**src/rtl/wss_pkg.sv**
```systemverilog
package wss_pkg;
  localparam int SYNC_STAGES = 2;

  typedef enum logic [1:0] {
    DROP_NONE  = 2'd0,
    DROP_HOST  = 2'd1,
    DROP_WDT   = 2'd2,
    DROP_FORCE = 2'd3
  } drop_e;
endpackage

```
**src/rtl/wss_sync.sv**
```systemverilog
module wss_sync #(
  parameter int          W       = 1,
  parameter int          STAGES  = 2,
  parameter logic [W-1:0] RST_VAL = '0
) (
  input  logic         clk,
  input  logic         rst_n,
  input  logic [W-1:0] d_i,
  output logic [W-1:0] q_o
);
  logic [W-1:0] stg [STAGES];

  always_ff @(posedge clk or negedge rst_n) begin
    if (!rst_n) begin
      for (int i = 0; i < STAGES; i++) stg[i] <= RST_VAL;
    end else begin
      stg[0] <= d_i;
      for (int i = 1; i < STAGES; i++) stg[i] <= stg[i-1];
    end
  end

  assign q_o = stg[STAGES-1];
endmodule

```
**src/rtl/wss_gate.sv**
```systemverilog
module wss_gate (
  input  logic clk,
  input  logic rst_n,
  input  logic clr_s_i,
  input  logic slp_s_i,
  input  logic seq_sel_i,
  input  logic rst1_ext_i,
  input  logic rst2_ext_i,
  output logic clr_ok_o,
  output logic slp_rise_o
);
  logic sel_good;
  logic slp_ok;
  logic slp_prev_q;

  // completion channel chosen by the select pin
  assign sel_good = seq_sel_i ? rst2_ext_i : rst1_ext_i;
  assign clr_ok_o = clr_s_i & sel_good;
  assign slp_ok   = slp_s_i & sel_good & ~clr_s_i;

  always_ff @(posedge clk or negedge rst_n) begin
    if (!rst_n) slp_prev_q <= 1'b0;
    else        slp_prev_q <= slp_ok;
  end

  assign slp_rise_o = slp_ok & ~slp_prev_q;
endmodule

```
**src/rtl/wss_watchdog.sv**
```systemverilog
module wss_watchdog #(
  parameter int LIMIT = 1000000
) (
  input  logic clk,
  input  logic rst_n,
  input  logic wake_i,
  input  logic ack_i,
  input  logic clr_ok_i,
  input  logic drop_i,
  output logic fire_o
);
  localparam int CW = $clog2(LIMIT + 1);
  localparam logic [CW-1:0] LAST = CW'(LIMIT - 1);

  logic [CW-1:0] cnt_q;

  always_ff @(posedge clk or negedge rst_n) begin
    if (!rst_n)                        cnt_q <= '0;
    else if (!wake_i || ack_i || drop_i) cnt_q <= '0;
    else                               cnt_q <= cnt_q + 1'b1;
  end

  // an acknowledgement in the final window cycle beats expiry
  assign fire_o = wake_i & ~ack_i & (cnt_q == LAST) & ~clr_ok_i;
endmodule

```
**src/rtl/wss_wake_latch.sv**
```systemverilog
module wss_wake_latch
  import wss_pkg::*;
#(
  parameter int NW = 4
) (
  input  logic          clk,
  input  logic          rst_n,
  input  logic [NW-1:0] wake_n_s_i,
  input  logic          clr_ok_i,
  input  logic          slp_rise_i,
  input  logic          wdt_fire_i,
  input  logic          force_i,
  output logic          wake_o,
  output logic          ack_o,
  output logic          drop_o,
  output logic          sleep_o,
  output logic [NW-1:0] src_o
);
  logic          wake_q;
  logic          ack_q;
  logic          sleep_q;
  logic [NW-1:0] src_q;
  logic [NW-1:0] hit;
  drop_e         cause;

  assign hit = ~wake_n_s_i;

  always_comb begin
    if (force_i)                  cause = DROP_FORCE;
    else if (wake_q && wdt_fire_i) cause = DROP_WDT;
    else if (wake_q && slp_rise_i) cause = DROP_HOST;
    else                          cause = DROP_NONE;
  end

  assign drop_o = (cause != DROP_NONE);

  always_ff @(posedge clk or negedge rst_n) begin
    if (!rst_n) begin
      wake_q  <= 1'b0;
      ack_q   <= 1'b0;
      sleep_q <= 1'b0;
      src_q   <= '0;
    end else begin
      sleep_q <= drop_o;
      if (drop_o) begin
        wake_q <= 1'b0;
        ack_q  <= 1'b0;
        src_q  <= '0;
      end else if (!wake_q) begin
        if (|hit) begin
          wake_q <= 1'b1;
          ack_q  <= 1'b0;
          src_q  <= hit;
        end
      end else if (clr_ok_i && !ack_q) begin
        ack_q <= 1'b1;
        src_q <= '0;
      end
    end
  end

  assign wake_o  = wake_q;
  assign ack_o   = ack_q;
  assign sleep_o = sleep_q;
  assign src_o   = src_q;
endmodule

```
**src/rtl/wake_sleep_seq.sv**
```systemverilog
module wake_sleep_seq
  import wss_pkg::*;
#(
  parameter int NW         = 4,
  parameter int WDT_CYCLES = 1000000
) (
  input  logic          clk,
  input  logic          rst_n,
  input  logic [NW-1:0] wake_n_i,
  input  logic          clr_i,
  input  logic          sleep_i,
  input  logic          seq_sel_i,
  input  logic          rst1_int_i,
  input  logic          rst1_ext_i,
  input  logic          rst2_ext_i,
  output logic          wake_o,
  output logic          sleep_int_o,
  output logic [NW-1:0] wake_src_o,
  output logic          stby_vo1_o,
  output logic          sw_oe_o
);
  logic [NW-1:0] wake_n_s;
  logic [1:0]    hs_s;
  logic          clr_s, slp_s;
  logic          clr_ok, slp_rise, fire, drop, ack, wake_q, forced;

  wss_sync #(.W(NW), .STAGES(SYNC_STAGES), .RST_VAL({NW{1'b1}})) u_sync_wake (
    .clk(clk), .rst_n(rst_n), .d_i(wake_n_i), .q_o(wake_n_s)
  );

  wss_sync #(.W(2), .STAGES(SYNC_STAGES), .RST_VAL(2'b00)) u_sync_hs (
    .clk(clk), .rst_n(rst_n), .d_i({clr_i, sleep_i}), .q_o(hs_s)
  );

  assign clr_s  = hs_s[1];
  assign slp_s  = hs_s[0];
  assign forced = ~rst1_int_i & rst1_ext_i;

  wss_gate u_gate (
    .clk(clk), .rst_n(rst_n), .clr_s_i(clr_s), .slp_s_i(slp_s),
    .seq_sel_i(seq_sel_i), .rst1_ext_i(rst1_ext_i), .rst2_ext_i(rst2_ext_i),
    .clr_ok_o(clr_ok), .slp_rise_o(slp_rise)
  );

  wss_watchdog #(.LIMIT(WDT_CYCLES)) u_wdt (
    .clk(clk), .rst_n(rst_n), .wake_i(wake_q), .ack_i(ack),
    .clr_ok_i(clr_ok), .drop_i(drop), .fire_o(fire)
  );

  wss_wake_latch #(.NW(NW)) u_latch (
    .clk(clk), .rst_n(rst_n), .wake_n_s_i(wake_n_s), .clr_ok_i(clr_ok),
    .slp_rise_i(slp_rise), .wdt_fire_i(fire), .force_i(forced),
    .wake_o(wake_q), .ack_o(ack), .drop_o(drop), .sleep_o(sleep_int_o),
    .src_o(wake_src_o)
  );

  // supply-source and clear-switch map
  assign wake_o     = wake_q;
  assign stby_vo1_o = wake_q & rst1_int_i;
  assign sw_oe_o    = wake_q & rst1_int_i & clr_s;
endmodule

```
**config.mk**
```make
export PLATFORM = sky130hd
export DESIGN_NAME = wake_sleep_seq
export DESIGN_NICKNAME = d
export VERILOG_FILES = /design/src/rtl/wss_pkg.sv /design/src/rtl/wss_sync.sv /design/src/rtl/wss_gate.sv /design/src/rtl/wss_watchdog.sv /design/src/rtl/wss_wake_latch.sv /design/src/rtl/wake_sleep_seq.sv
export SDC_FILE = /design/constraint.sdc
export NUM_CORES = 1
export LEC_CHECK = 0
export CORE_UTILIZATION = 45
export DETAILED_ROUTE_END_ITERATION = 7
export PLACE_DENSITY = 0.65
export RECOVER_POWER = 25
export SLEW_MARGIN = 0
export SYNTH_ARGS = -nofsm -noshare
export SYNTH_HDL_FRONTEND = slang
export SYNTH_SLANG_ARGS = --single-unit
```
**constraint.sdc**
```tcl
create_clock -name clk -period 5.2 [get_ports clk]
set_input_delay 0.78 -clock clk [delete_from_list [all_inputs] [get_ports clk]]
set_output_delay 0.78 -clock clk [all_outputs]
set_load 0.02 [all_outputs]
```
==> results by group <==
Die
  • Full die area: approximately 4300 um2
  • I/O pin count: 20
  • Die width: approximately 66 um
  • Starting density of the core: 0.4847
  • Core area: ~3800 um2
  • Die Y: between 60 and 70 um
  • Cell Rows: 22

Clock tree
  • Clock sink count: 40
  • Post-CTS Resized: 0
  • TritonCTS clock tree: yes
  • Worst-path clk slew: 0.08 ns
  • H-tree levels: 2
  • Number of setup buffers added after CTS: 0
  • Clock Path Buffers: 2
  • Root Driver: clkbuf_8
  • CTS Hold Buffers Added: 0
  • Num CTS Buffers: 5
  • Clk Latency, worst-skew pair: 0.29 ns

Route
  • Vias per cell: 5.628
  • Via count: roughly 1300
  • Average wire per standard cell: around 14 um
  • Initial DRC Count: 65
  • Drt pass-1 iters: 4
  • Remaining DRCs: 0
  • Remaining antenna violation count: 0
  • Post-Route WL: approximately 3.3 mm

Min path
  • HP Class: register to register
  • Hold_sp: u_sync_hs.stg[3]

Worst setup path
  • Worst path most repeated cell: clkdlybuf4s50_1
  • CP max FO: 3
  • Crit start category: primary input
  • Critical path class: primary input to output port
  • Delay of the slowest critical-path stage: about 0.6 ns
  • Signal arrival time at the worst endpoint: a little over 2 ns
  • CP cell instances: clkdlybuf4s50_1, and3_1, clkdlybuf4s50_1
  • Critical path buffers and inverters: 2
  • CP endpoint kind: output port
  • Data required, critical path: 4.42 ns
  • CP delay by family, top: buffers and inverters
  • Crit Reg-Reg Startpoint: u_wdt.cnt_q[0]
  • Beginning of the critical path: rst1_int_i
  • Crit-path slowest cell: clkdlybuf4s50_1

Global routing
  • Total grt overflow: 0
  • Initial antenna violation count: 0
  • First-pass GRT wire length: around 5.7 mm
  • Vias in the first global route: around 1300
  • GRT Resource Usage Total: 0.1782
  • Largest net degree at the start of global routing: around 40

Cells and area
  • Fin nets: around 200
  • Footprint of the flip-flops and latches: 1011 um2
  • Final Util: 0.5601
  • Finished Layout Cells: 234
  • Area occupied by multi-input gates: approximately 760 um2
  • Most frequent cells in the layout: dfrtp_1 (32), nor2_1 (24), a21oi_1 (14)
  • Layout cells sized above 1: 0.1237
  • Fillcell total: ~310
  • Area Overhead vs Synth: 15.54%
  • Most common cell after layout, fill and taps aside: dfrtp_1
  • Number of diodes: 0

Timing
  • Worst slew pin tran: ~2.0 ns
  • Setup_tns: 0 ns
  • Min Tclk post-route: ~2.8 ns
  • Final period util: 0.5402
  • Max_slew headroom: -0.3561
  • RSZ-0062 raised after global routing: false
  • Clock skew: 0.007957 ns
  • Final hold violations: 0
  • Setup-failing EPs final: 0
  • FMAX: about 360 MHz
  • Slew Limit Fails: between 40 and 50

Power and ir drop
  • VDD IR max: roughly 0.13 mV
  • Pwr dens: approximately 280 nW/um2
  • Total power: roughly 600 uW
  • LEAKAGE: 0.0008551 uW

Logic synthesis
  • Post-Synthesis Cells: 165
  • Synth area leader: dfrtp_1
  • Number of synthesized register bits: 40
  • Sequential share of the synthesized area: 0.5530
  • Syn nets: 178
  • Synth warn: 0
  • Netlist cell types: 36
  • Syn Area/Cell: ~11 um2
  • Mapped cell area: ~1800 um2
  • Yosys top cell area share: 0.4381
  • Leading post-synthesis cells by cell area: dfrtp_1 (44%), dfstp_2 (11%), xor2_1 (5.3%)

Job
  • MaxCap Viol Count: 1

Placement
  • IO Port Bufs: 19
  • GP Congestion: 0.8054
  • Placed insts: roughly 230
  • Post-detail-place hpwl: roughly 2.3 mm

Status
  • Failing checks: max-capacitance violations, max-slew violations
  • Status: finished, violations left
-- through the flow --
step / hold WS [ns] / setup WS (ns) / area, um2
3_5_place_dp: 0.3363 / 2.395 / 2028
5_1_grt: 0.3635 / 2.341 / 2112
6_report: 0.3522 / 2.391 / 2112
4_1_cts: 0.3544 / 2.390 / 2113
2_1_floorplan: 0.3312 / 3.297 / 1828
3_3_place_gp: 0.3331 / 2.412 / 2028
-- kinds of logic after synthesis --
| logic type | Yosys count | synth area share |
|---|---|---|
| simple gates | 72 | 0.2300 |
| flops | 40 | 0.5530 |
| compound gates | 27 | 0.1034 |
| xor+xnor | 13 | 0.06229 |
| buf+inv | 10 | 0.03285 |
| mux | 2 | 0.01164 |
| fa+ha+maj | 1 | 0.006844 |
-- area by class of cell --
cell class              instances  area share
flip-flops and latches         40      0.4787
repair buffers                 19     0.08708
well taps                      48     0.02844
inverters                       4    0.007109
multi-input cells             115      0.3584
clock inverters                 2    0.005924
clock buffers                   6     0.03436
-- synthesized netlist by cell type, drive strengths merged --
master,number
a211o,1
nor2b,2
or4,2
dfrtp,32
a311oi,1
buf,4
o21ai,4
a41oi,1
and3,5
and4,5
mux2i,1
or3,3
ha,1
and2,3
nand2,7
nor4,1
clkbuf,2
and4bb,1
xor2,11
inv,4
nand3,6
a21oi,14
o31ai,4
o2111ai,1
nor2,24
mux2,1
nand2b,1
nand4,12
o31a,1
dfstp,8
xnor2,2
-- worst register-to-register path, cell delays in order, from the launching register on --
cell     delay (ns)
dfrtp_1        0.40
ha_1           0.20
and3_1         0.38
nand3_4        0.16
o31ai_4        0.72
nor2_1         0.12
-- final timing paths --
| kind | end | slack, ns | depth (start not counted) |
|---|---|---|---|
| min in group asynchronous | u_latch.sleep_o | 1.06 | 1 |
| max reg2reg | u_wdt.cnt_q[15] | 3.08 | 5 |
| max | sw_oe_o | 2.39 | 3 |
| min reg2reg | u_sync_hs.q_o[1] | 0.35 | 0 |
| min | u_sync_hs.q_o[1] | 0.35 | 0 |
| max in group asynchronous | u_wdt.cnt_q[12] | 2.97 | 1 |
-- state kept, by name (all words and copies together), names as in the netlist --
| signal | cells |
|---|---|
| u_wdt.cnt_q | 20 |
| u_latch.src_o | 4 |
| u_sync_wake.q_o | 4 |
| u_sync_wake.stg | 4 |
| u_sync_hs.q_o | 2 |
| u_sync_hs.stg | 2 |
| u_gate.slp_prev_q | 1 |
| u_latch.ack_o | 1 |
| u_latch.sleep_o | 1 |
| u_latch.wake_o | 1 |
-- report_power, final --
| group | switching [uW] | internal [uW] |
|---|---|---|
| clock network | 103 | 93.6 |
| logic | 36.6 | 27.7 |
| registers | 11.5 | 327 |
| total | 151 | 448 |
-- routing by layer --
layer / track usage / share of wire / vias up
li1: - / - / 629
met1: 0.2313 / 0.46 / 642
met2: 0.2730 / 0.48 / 38
met3: 0.03646 / 0.045 / 8
met4: 0.1060 / 0.020 / 0
met5: 0 / 0 / -
(Power assumes the default switching activity.)
